### config.mk
export PLATFORM = sky130hd
export DESIGN_NAME = dbuf_uart_tx
export DESIGN_NICKNAME = d
export VERILOG_FILES = /design/src/rtl/uart_tx_pkg.sv /design/src/rtl/tx_hold_buf.sv /design/src/rtl/tx_frame_fsm.sv /design/src/rtl/tx_done_flag.sv /design/src/rtl/dbuf_uart_tx.sv
export SDC_FILE = /design/constraint.sdc
export NUM_CORES = 1
export LEC_CHECK = 0
export ABC_AREA = 1
export BUFFER_PORTS_ARGS = -buffer_cell sky130_fd_sc_hd__buf_2
export CORE_MARGIN = 4
export CORE_UTILIZATION = 40
export DETAILED_ROUTE_END_ITERATION = 16
export PLACE_DENSITY_LB_ADDON = 0.25
export SYNTH_ARGS = -nofsm -noshare
export SYNTH_HDL_FRONTEND = slang
export SYNTH_SLANG_ARGS = --single-unit
export TNS_END_PERCENT = 30
### constraint.sdc
create_clock -name clk -period 1.5 [get_ports clk]
set_input_delay 0.225 -clock clk [delete_from_list [all_inputs] [get_ports clk]]
set_output_delay 0.225 -clock clk [all_outputs]
set_load 0.02 [all_outputs]
### src/rtl/uart_tx_pkg.sv
package uart_tx_pkg;
    typedef enum logic [2:0] {
        ST_IDLE,
        ST_START,
        ST_DATA,
        ST_PARITY,
        ST_STOP1,
        ST_STOP2
    } tx_state_e;

    localparam int unsigned MIN_BITS = 5;
endpackage

### src/rtl/tx_hold_buf.sv
module tx_hold_buf #(
    parameter int unsigned DATA_W = 8
) (
    input  logic              clk,
    input  logic              rst_n,
    input  logic              push,
    input  logic [DATA_W-1:0] push_data,
    input  logic              pop,
    output logic              full,
    output logic [DATA_W-1:0] data
);
    always_ff @(posedge clk or negedge rst_n) begin
        if (!rst_n) begin
            full <= 1'b0;
            data <= '0;
        end else if (push) begin
            full <= 1'b1;
            data <= push_data;
        end else if (pop) begin
            full <= 1'b0;
        end
    end
endmodule

### src/rtl/tx_frame_fsm.sv
module tx_frame_fsm
    import uart_tx_pkg::*;
#(
    parameter int unsigned DATA_W = 8,
    parameter int unsigned SIZE_W = 2
) (
    input  logic              clk,
    input  logic              rst_n,
    input  logic              baud_tick,
    input  logic              run,
    input  logic [SIZE_W-1:0] size_code,
    input  logic              par_en,
    input  logic              par_odd,
    input  logic              two_stop,
    input  logic              buf_full,
    input  logic [DATA_W-1:0] buf_data,
    output logic              pop,
    output logic              frame_done,
    output logic              idle,
    output logic              line
);
    localparam int unsigned CNT_W = $clog2(DATA_W);

    tx_state_e         state, nxt;
    logic [DATA_W-1:0] shreg;
    logic [DATA_W-1:0] mask;
    logic [CNT_W-1:0]  cnt;
    logic [CNT_W-1:0]  last;
    logic              par_bit;
    logic              load_ok;

    assign last    = CNT_W'(MIN_BITS - 1) + CNT_W'(size_code);
    assign load_ok = buf_full && run;

    always_comb begin
        for (int i = 0; i < int'(DATA_W); i++) begin
            mask[i] = (i <= int'(last));
        end
    end

    // next state, load and frame-end strobes
    always_comb begin
        nxt        = state;
        pop        = 1'b0;
        frame_done = 1'b0;
        if (baud_tick) begin
            unique case (state)
                ST_IDLE: begin
                    if (load_ok) begin
                        nxt = ST_START;
                        pop = 1'b1;
                    end
                end
                ST_START:  nxt = ST_DATA;
                ST_DATA: begin
                    if (cnt == last) nxt = par_en ? ST_PARITY : ST_STOP1;
                end
                ST_PARITY: nxt = ST_STOP1;
                ST_STOP1, ST_STOP2: begin
                    if (state == ST_STOP1 && two_stop) begin
                        nxt = ST_STOP2;
                    end else begin
                        frame_done = 1'b1;
                        nxt        = load_ok ? ST_START : ST_IDLE;
                        pop        = load_ok;
                    end
                end
                default: nxt = ST_IDLE;
            endcase
        end
    end

    // state register
    always_ff @(posedge clk or negedge rst_n) begin
        if (!rst_n) state <= ST_IDLE;
        else        state <= nxt;
    end

    // shift datapath
    always_ff @(posedge clk or negedge rst_n) begin
        if (!rst_n) begin
            shreg   <= '0;
            cnt     <= '0;
            par_bit <= 1'b0;
        end else if (pop) begin
            shreg   <= buf_data & mask;
            cnt     <= '0;
            par_bit <= (^(buf_data & mask)) ^ par_odd;
        end else if (baud_tick && state == ST_DATA) begin
            shreg <= shreg >> 1;
            cnt   <= cnt + 1'b1;
        end
    end

    // outputs
    always_comb begin
        idle = (state == ST_IDLE);
        unique case (state)
            ST_START:  line = 1'b0;
            ST_DATA:   line = shreg[0];
            ST_PARITY: line = par_bit;
            default:   line = 1'b1;
        endcase
    end
endmodule

### src/rtl/tx_done_flag.sv
module tx_done_flag (
    input  logic clk,
    input  logic rst_n,
    input  logic set,
    input  logic clr_sw,
    input  logic ack,
    input  logic irq_en,
    input  logic global_ie,
    output logic flag,
    output logic irq
);
    always_ff @(posedge clk or negedge rst_n) begin
        if (!rst_n)              flag <= 1'b0;
        else if (set)            flag <= 1'b1;
        else if (clr_sw || ack)  flag <= 1'b0;
    end

    assign irq = flag && irq_en && global_ie;
endmodule

### src/rtl/dbuf_uart_tx.sv
module dbuf_uart_tx #(
    parameter int unsigned DATA_W = 8,
    parameter int unsigned SIZE_W = 2
) (
    input  logic              clk,
    input  logic              rst_n,
    input  logic              baud_tick,
    input  logic              tx_enable,
    input  logic [SIZE_W-1:0] size_code,
    input  logic              par_en,
    input  logic              par_odd,
    input  logic              two_stop,
    input  logic              wr_valid,
    input  logic [DATA_W-1:0] wr_data,
    output logic              wr_ready,
    output logic              txc_flag,
    input  logic              txc_clear,
    input  logic              irq_en,
    input  logic              global_ie,
    input  logic              irq_ack,
    output logic              irq,
    output logic              tx_out,
    output logic              tx_oe
);
    logic              buf_full;
    logic [DATA_W-1:0] buf_data;
    logic              pop;
    logic              frame_done;
    logic              fsm_idle;
    logic              active;

    assign wr_ready = !buf_full;
    assign tx_oe    = active;

    // enable takes effect at once, release waits for empty buffer and idle sequencer
    always_ff @(posedge clk or negedge rst_n) begin
        if (!rst_n)                      active <= 1'b0;
        else if (tx_enable)              active <= 1'b1;
        else if (fsm_idle && !buf_full)  active <= 1'b0;
    end

    tx_hold_buf #(.DATA_W(DATA_W)) u_buf (
        .clk       (clk),
        .rst_n     (rst_n),
        .push      (wr_valid && !buf_full),
        .push_data (wr_data),
        .pop       (pop),
        .full      (buf_full),
        .data      (buf_data)
    );

    tx_frame_fsm #(.DATA_W(DATA_W), .SIZE_W(SIZE_W)) u_fsm (
        .clk        (clk),
        .rst_n      (rst_n),
        .baud_tick  (baud_tick),
        .run        (active),
        .size_code  (size_code),
        .par_en     (par_en),
        .par_odd    (par_odd),
        .two_stop   (two_stop),
        .buf_full   (buf_full),
        .buf_data   (buf_data),
        .pop        (pop),
        .frame_done (frame_done),
        .idle       (fsm_idle),
        .line       (tx_out)
    );

    tx_done_flag u_flag (
        .clk       (clk),
        .rst_n     (rst_n),
        .set       (frame_done && !buf_full),
        .clr_sw    (txc_clear),
        .ack       (irq_ack),
        .irq_en    (irq_en),
        .global_ie (global_ie),
        .flag      (txc_flag),
        .irq       (irq)
    );
endmodule

# Yosys cells after proc, flatten, opt, wreduce, memory -nomap -nowiden
# Cells that the tools add are included.
[op_classes]
add_sub_neg = 2
magnitude_cmp = 7
eq_ne = 8
muxes = 24
bitwise_logic = 2
n_reduce_logical = 18
[op_table]
columns = ["op", "n"]
rows = [
  ["$mux 3", 6],
  ["$mux 8", 2],
  ["$pmux 3 s5", 1],
  ["$mux 1", 13],
  ["$le 3x3->1 const A", 4],
  ["$and 8x8->8", 1],
  ["$logic_and 1x1->1", 8],
  ["$reduce_bool 2->1", 4],
  ["$reduce_xor 8->1", 1],
  ["$eq 3x2->1 const B", 2],
  ["$eq 3x3->1 const B", 2],
  ["$le 2x3->1 const A", 2],
  ["$ne 2x1->1 const B", 2],
  ["$add 3x1->3 const B", 1],
  ["$add 3x2->3 const A", 1],
  ["$eq 3x1->1 const B", 1],
  ["$eq 3x3->1", 1],
  ["$le 1x3->1 const A", 1],
  ["$logic_not 3->1", 1],
  ["$pmux 1 s3", 1],
  ["$reduce_and 3->1", 1],
  ["$pmux 1 s2", 1],
  ["$reduce_or 2->1", 1],
  ["$logic_not 1->1", 1],
  ["other kinds (2)", 2],
]
[word_totals]
register_bits = 26
inputBits = 22

# Logic depth before layout (Yosys ltp)
[logic_depth]
word_depth = 7
ltp_mapped = 10
ltp_nobuf = 10

# By module
# Synthesis repeated with hierarchy kept, for this count alone.
[unflattened]
cells_unflattened = 218
hier_area_um2 = 1520.2
[modules_own_cells]
columns = ["module", "n_inst", "cells_per_inst", "area_per_inst_um2"]
rows = [
  ["tx_frame_fsm", 1, 163, 1066.0],
  ["tx_hold_buf", 1, 38, 341.6],
  ["dbuf_uart_tx", 1, 10, 61.3],
  ["tx_done_flag", 1, 7, 51.3],
]

# Worst setup path before layout
# OpenSTA, ideal clock, no wires.
[synth_timing]
path_kind = "reg2reg"
start = "register u_fsm.state[0]"
end = "register u_fsm.shreg[4]"
setup_ns = 0.117
arrival_time_ns = 1.203
required_ns = 1.383
setup_slack_ns = 0.179
stages_incl_launch_ff = 10
synth_period_minus_slack_ns = 1.321
path_cell_list = "dfrtp_1 -> inv_1 -> nand2_1 -> nor2_1 -> inv_1 -> nand2_2 -> nand2_4 -> buf_8 -> o21ai_1 -> inv_1"
[synth_via]
elab_chain_len = 6
[synth_lines]
columns = ["element", "line_no", "source"]
rows = [
  ["start, declared", "tx_frame_fsm.sv:24", "tx_state_e state, nxt;"],
  ["start signal, assigned", "tx_frame_fsm.sv:76", "else state <= nxt;"],
  ["$eq 3x3->1", "tx_frame_fsm.sv:47, tx_frame_fsm.sv:60", ""],
  ["$logic_and 1x1->1", "tx_frame_fsm.sv:60", "if (state == ST_STOP1 && two_stop) begin"],
  ["$mux 1", "tx_frame_fsm.sv:60", ""],
  ["$pmux 1 s2", "tx_frame_fsm.sv:47", "unique case (state)"],
  ["$mux 1", "tx_frame_fsm.sv:46", "if (baud_tick) begin"],
  ["$mux 8 or $reduce_bool 2->1 (tied branches)", "--", ""],
  ["end signal, assigned", "tx_frame_fsm.sv:86", "shreg <= buf_data & mask;"],
  ["end signal, assigned", "tx_frame_fsm.sv:90", "shreg <= shreg >> 1;"],
  ["end, declared", "tx_frame_fsm.sv:25", "logic [DATA_W-1:0] shreg;"],
]
# Parallel ways exist; a longest one is shown, timed or not.
# A chain may end at the register's enable or synchronous reset.

# Worst setup path in the final report
[layout_timing]
start = "register u_fsm.state[2]"
end = "output port tx_out"
[layout_via]
elab_chain_len = 2
[layout_lines]
columns = ["element", "line_no", "source"]
rows = [
  ["$eq 3x2->1 or $eq 3x1->1 (tied branches)", "tx_frame_fsm.sv:98", "unique case (state)"],
  ["$pmux 1 s3 (*)", "tx_frame_fsm.sv:98", ""],
  ["end, declared", "dbuf_uart_tx.sv:22", "output logic tx_out,"],
]
# Mark *: on every way between the ends. The rest lies on a longest branch, timed or not.

==> metrics.txt <==
status finished, violations left; failing checks negative setup slack; largest net degree at the start of global routing 27; Net count, final 261; Final Setup Violations 2; pwr/cell area between 1500 and 2000 nW/um^2; H-tree depth 1; Setup WS post-layout -0.03322 ns; Clk pin slew, worst setup/hold paths approximately 0.090 ns; Max Slew Vio Count 0; Min-Delay Path Depth 2; Post-Synthesis Net Count 212; YS warnings 0; Mean Syn Cell Area 7.759 um^2; DRC 0; #FFs+latches synth 26; # diodes 0; Clock Latency Late Sink between 0.2 and 0.3 ns; first-pass GRT wire length 5595 um; Main synth FF type dfrtp_1; placed inst area around 1700 um^2; WS Path Type flip-flop to primary output; Mapped Area 1466 um^2; Final Hold Fails 0; reg2reg path depth 8; hold slack between 0.1 and 0.15 ns; routed wire length per instance approximately 12 um; Tot Pwr 3.855 mW; largest cells by area after synthesis dfrtp_1 44%, nand2_1 13%, inv_1 6.9%; Net Sw Power around 1.7 mW; Final TNS setup -0.05575 ns; power share of the clock group ~10%; root buf cell clkbuf_8; DRT antenna net count 0; f_max 652.2 MHz; worst slack at placement roughly 0.00016 ns; RSZ-0062 raised after global routing true; Logic pwr share between 50 and 60%; most numerous cell in the Yosys netlist nand2_1; Area Overhead vs Synth 31.48%; EDFF count, synth 0; antenna violations before repair 0; Peak supply drop 0.8045 mV; Synth area leader dfrtp_1; via count 1390; die width slightly below 70 um; port bufs 26; Worst Setup Start Kind flip-flop; fraction of layout cells with a size suffix above 1 between 30% and 40%; Starting DRT DRC Count 43; Seq/Total Area, Yosys 44.37%; final worst path period need about 1.5 ns; num ports 27; HP Class primary input to flip-flop; Synth top area share 44.37%; Routed WL roughly 3500 um; worst-path maximum fanout 4; Syn Inst Count around 190; Slew @ Worst Pin a little under 0.6 ns; Tcrit/Tclk final 102.2%; Clock Tree Buf Depth 2; post-synthesis cell type count 29; area of the die around 4700 um^2; grt ovf 0; Initial Utilization a little over two fifths; TritonCTS buffer count 3; P_leak ~1.0 nW; Worst Path Arrival about 1.3 ns; Power Internal ~2.1 mW; asr flop ratio synth 100.0%; Switching Share between 40 and 50%; Detail Placement HPWL approximately 2400 um; core area roughly 3400 um^2; First-pass DRT Iterations 4; GRT Util Overall between 10% and 20%; sequential fraction of design power between 30% and 40%; number of global-route vias before repair 1274; clock skew 0.004146 ns; CTS tree yes; Die Height roughly 69 um; Worst Setup End Kind primary output; CTS sink count 26; post-route cell area between 1500 and 2000 um^2; Max-Slew Margin vs Limit 60.33%; synth cell count leaders 52 x nand2_1, 27 x inv_1, 26 x dfrtp_1, 16 x nor2_1, 14 x nand3_1; num rows 21; DR vias/cell 4.929; GP Congestion 0.7621; max cap viols 0; critical path required time around 1.3 ns
-- layout make-up --
class	instances	area (um^2)
Fill cell	320	1514
Multi-Input combinational cell	132	767.0
Sequential cell	26	650.6
Timing Repair Buffer	45	289.0
Inverter	30	122.6
Tap cell	46	57.56
Clock buffer	3	41.29
-- registers in the layout (all words and copies together), names as in the netlist --
register and cells:
u_fsm.cnt 3, u_flag.flag 1, u_fsm.par_bit 1, u_buf.data 8, u_buf.full 1, tx_oe 1, u_fsm.shreg 8, u_fsm.state 3
-- metrics by stage --
| step | util [%] | std cells |
|---|---|---|
| after detailed placement | 48.38 | 263 |
| after CTS | 51.58 | 271 |
| after global routing | 56.02 | 282 |
| after global placement | 48.38 | 263 |
| after floorplan | - | 189 |
| final | 56.02 | 282 |
-- worst paths after layout --
path	from	end	slack, ns
max in group asynchronous	rst_n	u_fsm.shreg[7]	0.59
hold / removal	txc_clear	u_flag.flag	0.15
setup / recovery	u_fsm.state[2]	tx_out	-0.03
hold reg to reg	u_fsm.par_bit	u_fsm.par_bit	0.52
setup reg to reg	u_fsm.state[2]	u_fsm.cnt[2]	-0.02
min in group asynchronous	rst_n	u_fsm.state[1]	0.51
-- worst max-delay path, cell delays in order, from the launching register on --
cell and delay (ns):
dfrtp_1 0.44, nor2_4 0.21, nand2_8 0.07, clkinv_4 0.06, nand2_4 0.03, nand4_1 0.10, buf_6 0.12
-- logic make-up after synthesis --
group / Yosys count / synth area share [%]
AO/OA/AOI/OAI: 32 / 13.48
XOR/XNOR: 1 / 0.5974
adder cells (fa/ha/maj): 1 / 0.8531
buffers and inverters: 32 / 8.959
flip-flops: 26 / 44.37
multiplexers: 3 / 2.304
AND/OR/NAND/NOR: 94 / 29.44
-- metal layers --
layer  vias to the layer above  global-route usage, %  share of wire [%]
met1                       650                  19.37                 44
met4                         0                  2.978               0.67
met5                         -                      0                  0
met2                        28                  28.01                 51
met3                         4                  2.431                5.0
li1                        708                      -                  -
-- power by group through the flow --
stage	registers [mW]	logic [mW]	clock network [mW]
after global placement	1.25	1.65	0
final	1.24	2.22	0.392
after detailed placement	1.25	1.67	0
after floorplan	1.22	1.29	0
after global routing	1.29	2.52	0.431
after CTS	1.23	1.86	0.408
-- cell usage in the layout, fill, tap and decap left out, types with 2 or more instances in the layout --
cell type and n:
o22ai_1 2, nand3_1 13, buf_4 16, o21ai_0 6, o211ai_1 4, inv_2 3
dfrtp_1 26, clkbuf_8 3, nor2_1 13, buf_6 3, o21ai_1 4, nand2_4 4
o221ai_1 2, a21oi_1 9, nand2_2 2, inv_1 25, buf_2 25, nand3_2 3
nor2_4 3, nor2_2 2, o21ai_2 2, nand2_1 49, mux2_2 3, nand2_8 2
-- what timing repair did --
item | in CTS | in global routing
resized for setup | 8 | 22
pin swaps | 2 | 6
gates cloned | 0 | 1
endpoints found under the hold margin | 26 | 0
endpoints found under the setup margin | 3 | 13
buffers inserted | 4 | 10
hold buffers | 1 | 0
Note: power is estimated with default switching activity, not from simulation.
